## config.mk

```make
export PLATFORM = sky130hd
export DESIGN_NAME = mpUartTx
export DESIGN_NICKNAME = d
export VERILOG_FILES = /design/src/rtl/mpTxPkg.sv /design/src/rtl/mpTxCtrl.sv /design/src/rtl/mpTxDatapath.sv /design/src/rtl/mpUartTx.sv
export SDC_FILE = /design/constraint.sdc
export NUM_CORES = 1
export LEC_CHECK = 0
export BUFFER_PORTS_ARGS = -buffer_cell sky130_fd_sc_hd__buf_2
export CORE_MARGIN = 5
export CORE_UTILIZATION = 35
export CTS_BUF_LIST = sky130_fd_sc_hd__clkbuf_16
export DETAILED_ROUTE_END_ITERATION = 12
export SLEW_MARGIN = 30
export SYNTH_ARGS = -nofsm -noshare
export SYNTH_HDL_FRONTEND = slang
export SYNTH_SLANG_ARGS = --single-unit
```

## constraint.sdc

```tcl
create_clock -name clk -period 1.7 [get_ports clk]
set_input_delay 0.17 -clock clk [delete_from_list [all_inputs] [get_ports clk]]
set_output_delay 0.17 -clock clk [all_outputs]
set_load 0.03 [all_outputs]
```

## src/rtl/mpTxPkg.sv

```systemverilog
package mpTxPkg;
  typedef struct packed {
    logic holdWr;     // latch byte and tag into the holding register
    logic loadShift;  // move holding register into the shift register
    logic shiftBit;   // advance the line by one bit
  } txStrobeT;
endpackage

```

## src/rtl/mpTxCtrl.sv

```systemverilog
module mpTxCtrl
  import mpTxPkg::*;
#(
  parameter int DATA_W = 8,
  parameter int TICKS_PER_BIT = 16
) (
  input  logic     clk,
  input  logic     rstN,
  input  logic     baudTick,
  input  logic     wrData,
  input  logic     dmaWr,
  input  logic     clrEmpty,
  input  logic     cfgMpMode,
  input  logic     cfgParityEn,
  input  logic     cfgTwoStop,
  output txStrobeT strb,
  output logic     emptyFlag,
  output logic     txEnd,
  output logic     wrPending
);
  localparam int TICK_W  = $clog2(TICKS_PER_BIT);
  localparam int FRAME_W = DATA_W + 4;
  localparam int CNT_W   = $clog2(FRAME_W + 1);
  localparam logic [TICK_W-1:0] LAST_TICK = TICK_W'(TICKS_PER_BIT - 1);

  logic [TICK_W-1:0] tickCnt;
  logic [CNT_W-1:0]  bitsLeft;
  logic [CNT_W-1:0]  frameLen;
  logic              busy;
  logic              bitEnd;
  logic              frameDone;
  logic              loadNow;
  logic              hostTake;

  assign bitEnd    = busy && baudTick && (tickCnt == LAST_TICK);
  assign frameDone = bitEnd && (bitsLeft == CNT_W'(1));
  assign loadNow   = (!busy || frameDone) && !emptyFlag;
  assign hostTake  = emptyFlag && (dmaWr || (clrEmpty && wrPending));
  assign frameLen  = CNT_W'(DATA_W + 2) + CNT_W'(cfgMpMode | cfgParityEn) + CNT_W'(cfgTwoStop);

  always_comb begin
    strb.holdWr    = emptyFlag && (wrData || dmaWr);
    strb.loadShift = loadNow;
    strb.shiftBit  = bitEnd;
  end

  always_ff @(posedge clk or negedge rstN) begin
    if (!rstN) begin
      tickCnt   <= '0;
      bitsLeft  <= '0;
      busy      <= 1'b0;
      emptyFlag <= 1'b1;
      txEnd     <= 1'b1;
      wrPending <= 1'b0;
    end else begin
      if (loadNow) begin
        tickCnt  <= '0;
        bitsLeft <= frameLen;
        busy     <= 1'b1;
        txEnd    <= 1'b0;
      end else begin
        if (busy && baudTick) tickCnt <= (tickCnt == LAST_TICK) ? '0 : tickCnt + 1'b1;
        if (bitEnd) bitsLeft <= bitsLeft - 1'b1;
        if (frameDone) begin
          busy  <= 1'b0;
          txEnd <= 1'b1;
        end
      end
      if (loadNow) emptyFlag <= 1'b1;
      else if (hostTake) emptyFlag <= 1'b0;
      if (emptyFlag) begin
        if (hostTake) wrPending <= 1'b0;
        else if (wrData) wrPending <= 1'b1;
      end
    end
  end
endmodule

```

## src/rtl/mpTxDatapath.sv

```systemverilog
module mpTxDatapath
  import mpTxPkg::*;
#(
  parameter int DATA_W = 8
) (
  input  logic              clk,
  input  logic              rstN,
  input  txStrobeT          strb,
  input  logic [DATA_W-1:0] wrByte,
  input  logic              wrMpb,
  input  logic              cfgMpMode,
  input  logic              cfgParityEn,
  input  logic              cfgParityOdd,
  output logic              serBit
);
  localparam int FRAME_W = DATA_W + 4;

  logic [DATA_W-1:0]  holdData;
  logic               holdMpb;
  logic [FRAME_W-1:0] shiftReg;
  logic               extraBit;
  logic [FRAME_W-1:0] frameVec;

  always_comb begin
    extraBit = cfgMpMode ? holdMpb : ((^holdData) ^ cfgParityOdd);
    if (cfgMpMode || cfgParityEn) frameVec = {2'b11, extraBit, holdData, 1'b0};
    else                          frameVec = {3'b111, holdData, 1'b0};
  end

  always_ff @(posedge clk or negedge rstN) begin
    if (!rstN) begin
      holdData <= '0;
      holdMpb  <= 1'b0;
      shiftReg <= '1;
    end else begin
      if (strb.holdWr) begin
        holdData <= wrByte;
        holdMpb  <= wrMpb;
      end
      if (strb.loadShift)     shiftReg <= frameVec;
      else if (strb.shiftBit) shiftReg <= {1'b1, shiftReg[FRAME_W-1:1]};
    end
  end

  assign serBit = shiftReg[0];
endmodule

```

## src/rtl/mpUartTx.sv

```systemverilog
module mpUartTx
  import mpTxPkg::*;
#(
  parameter int DATA_W = 8,
  parameter int TICKS_PER_BIT = 16
) (
  input  logic              clk,
  input  logic              rstN,
  input  logic              baudTick,
  input  logic              cfgMpMode,
  input  logic              cfgParityEn,
  input  logic              cfgParityOdd,
  input  logic              cfgTwoStop,
  input  logic              txIrqEn,
  input  logic              wrData,
  input  logic              dmaWr,
  input  logic              clrEmpty,
  input  logic [DATA_W-1:0] wrByte,
  input  logic              wrMpb,
  output logic              txd,
  output logic              emptyFlag,
  output logic              txEnd,
  output logic              txIrq
);
  txStrobeT strb;
  logic     wrPending;

  mpTxCtrl #(.DATA_W(DATA_W), .TICKS_PER_BIT(TICKS_PER_BIT)) u_ctrl (
    .clk(clk), .rstN(rstN), .baudTick(baudTick), .wrData(wrData), .dmaWr(dmaWr),
    .clrEmpty(clrEmpty), .cfgMpMode(cfgMpMode), .cfgParityEn(cfgParityEn),
    .cfgTwoStop(cfgTwoStop), .strb(strb), .emptyFlag(emptyFlag), .txEnd(txEnd),
    .wrPending(wrPending)
  );

  mpTxDatapath #(.DATA_W(DATA_W)) u_dp (
    .clk(clk), .rstN(rstN), .strb(strb), .wrByte(wrByte), .wrMpb(wrMpb),
    .cfgMpMode(cfgMpMode), .cfgParityEn(cfgParityEn), .cfgParityOdd(cfgParityOdd),
    .serBit(txd)
  );

  assign txIrq = emptyFlag & txIrqEn;
endmodule

```

==> out/metrics.cfg <==
[timing]
finClkSkew_ps=4.24
fin_crit_ps=1640
maxSlewViolCount=0
finalSetupViolations=0
fmax_ghz=0.609
period_share=0.967
tightest_slew_ps=690
hold_viol=0
fin_hold_ws_ps=128
maxSlewHeadroom=0.540
tns_ps=0

[synth]
synth-seq-cells=31
yosys.area.top_type_share=0.296
synthMuxAreaShare=0.195
ys_async_sr_fraction=1.00
synth-compound-area-share=0.0677
syn-num-nets=153
syn-cell-area_sq_um=1610
yosys-top-cells-area=dfrtp_1 (30%), dfstp_2 (20%), mux2_2 (19%)
synth_top_family_by_area=multiplexers
avgSynthCellArea_sq_um=12.5
ys_top_cells_by_count=mux2_2 (27), dfrtp_1 (19), dfstp_2 (12), nand2_1 (8), xnor2_1 (7)
synth_edf_count=0
synth_largest_area_cell=dfrtp_1
seq_area_frac_synth=0.492
synth_most_common_cell=mux2_2
synthCells=129
synthSimpleGateAreaFrac=0.114
yosys_warnings=0
yosys.area_share.adder=0.0311
synth.distinct_cells=32
synth_ff_type=dfrtp_1
synth-xor-area-share=0.0739

[global_routing]
track_usage=0.114
grt_pass1_wl_mm=5.51
top_usage_layer=met2
grtUsageMet1=0.143
grt_max_degree=32
gr-usage-met3=0.0359
use_met2=0.181
overflow=0
antenna_found_initial=0
grt_pass1_vias=1196

[worst_setup_path]
cp_top_family=simple AND/OR/NAND/NOR gates
slowest_stage=dfrtp_1
arrival_ps=1800
crit_chain=inv_2 > ha_1 > nor3b_4 > a21oi_4 > nor2_8 > mux2_2
crit_type=register to register
crit_required_ps=1860
end_kind=register
startpoint_type=register
cp_max_fo=7
worst-path-buf-inv=1
critical_path.max_stage_delay_ps=380

[die]
fp.dieH_um=77.8
die_w_um=77.8
io_pins=24
die-area_sq_um=6050
fp-row-count=24
placeableCoreArea_sq_um=4410
start_util=0.364

[clocking]
cts_max_path_buffers=2
cts_buffers=5
clock-root-buffer=clkbuf_16
ctsHtreeMaxLevel=2
clkTransAtPathRegs_ps=50
clock_latency_ps=270
tritoncts=yes
cts.sinks=31

[route]
viasPerCell=4.96
num_vias=1101
wl_mm=3.25
dr.first_iter.drc_count=16
drcViolationCount=0
dr.pass1.iters=4
postRouteAntennaNets=0
post_drt_wl_per_cell_um=14.7

[power]
cellPowerDensity_nw_per_um2=1650
power.leakage_uw=0.000950
ir_drop_mv=0.974

[job]
drv_cap=0

[cells_and_area]
syn_to_final_growth_pct=27.7
drive_gt1_frac=0.547
nets=193
num_antenna_cells=0

[worst_hold_path]
min_path_type=input pin to register

[place]
io_buffers=23
place_congestion=0.775
hpwl_mm=2.32

[status]
status=finished, final reports clean

==> placed cells by master, fill, tap and decap left out, types with 2 or more instances in the layout <==
| master | Yosys | final |
|---|---|---|
| mux2_2 | 27 | 26 |
| buf_2 | 0 | 23 |
| dfrtp_1 | 19 | 19 |
| dfstp_2 | 12 | 12 |
| buf_4 | 0 | 11 |
| nand2_1 | 8 | 8 |
| xnor2_1 | 7 | 7 |
| o21ai_0 | 6 | 6 |
| nand3_1 | 5 | 5 |
| clkbuf_16 | 0 | 5 |
| xor2_1 | 4 | 4 |
| a21oi_1 | 3 | 3 |
| nor2b_1 | 3 | 3 |
| nor3_1 | 3 | 3 |
| ha_1 | 4 | 3 |
| inv_1 | 3 | 2 |
| nand2b_1 | 2 | 2 |
| nor2_1 | 2 | 2 |
==> registers in the layout (all words and copies together), names as in the netlist, 4 cells and up <==
name and flops:
u_dp.holdData 8, u_ctrl.bitsLeft 4, u_dp.shiftReg 10, u_ctrl.tickCnt 4
==> final timing paths <==
check                                          startpoint                             end  slack [ps]  cells past startpoint
max in group asynchronous                            rstN    u_dp.holdData[0]$_DFFE_PN0P_         780                      2
min in group asynchronous                            rstN   u_ctrl.tickCnt[3]$_DFFE_PN0P_         470                      2
hold / removal                                  wrByte[4]    u_dp.holdData[4]$_DFFE_PN0P_         130                      2
setup / recovery           u_ctrl.bitsLeft[1]$_DFFE_PN0P_  u_ctrl.bitsLeft[0]$_DFFE_PN0P_          60                      6
hold reg to reg              u_dp.shiftReg[1]$_DFFE_PN1P_    u_dp.shiftReg[0]$_DFFE_PN1P_         460                      2
setup reg to reg           u_ctrl.bitsLeft[1]$_DFFE_PN0P_  u_ctrl.bitsLeft[0]$_DFFE_PN0P_          60                      6
==> cell families after synthesis <==
group                    after synthesis
AND/OR/NAND/NOR                       31
flip-flops                            31
XOR/XNOR                              12
buffers and inverters                  7
adder cells (fa/ha/maj)                4
AO/OA/AOI/OAI                         16
multiplexers                          28
==> through the flow <==
stage	total power [uW]	instances	cell area (sq um)	utilization	setup slack, ps
after floorplan	2070	129	1610	-	16.7
after global placement	2300	209	1830	0.415	21.2
after detailed placement	2360	209	1830	0.415	-67.0
after CTS	3400	220	2030	0.459	16.1
after global routing	3600	222	2050	0.465	-4.40
final	3390	222	2050	0.465	56.6
==> routing by layer <==
layer  vias to the layer above  routed length [um]
met1                       527                1420
met4                         0                  46
met2                        30                1600
li1                        539                   -
met3                         5                 182
met5                         -                   0
==> report_power, final <==
part / internal, uW / leakage [uW] / switching, uW
clock: 681 / 0.0000812 / 300
sequential: 1080 / 0.000364 / 230
combinational: 657 / 0.000505 / 439
total: 2420 / 0.000950 / 968
==> final cells by class <==
type                       count  area [sq um]
tap                           52          65.1
sequential                    31           791
timing repair buffer          35           208
fill                         414          2360
clock inverter                 3          38.8
inverter                       3          11.3
multi-input combinational     93           815
clock buffer                   5           125
==> worst reg2reg max path, delay by kind of cell, from the launching register on <==
kind | cells | cell delay, ps
AOI/OAI and AO/OA | 1 | 140
buffers and inverters | 1 | 60
adders and majority gates | 1 | 140
DFF | 1 | 380
and+or+nand+nor | 2 | 460
muxes | 1 | 350
==> timing repair <==
item | 4_1_cts | 5_1_grt
hold endpoints to repair | 19 | 0
resized for setup | 3 | 4
endpoints found under the setup margin | 11 | 11
pin swaps | 1 | 4
hold buffers | 1 | 0
buffers inserted | 1 | 1
gates cloned | 1 | 1
(Power assumes the default switching activity.)
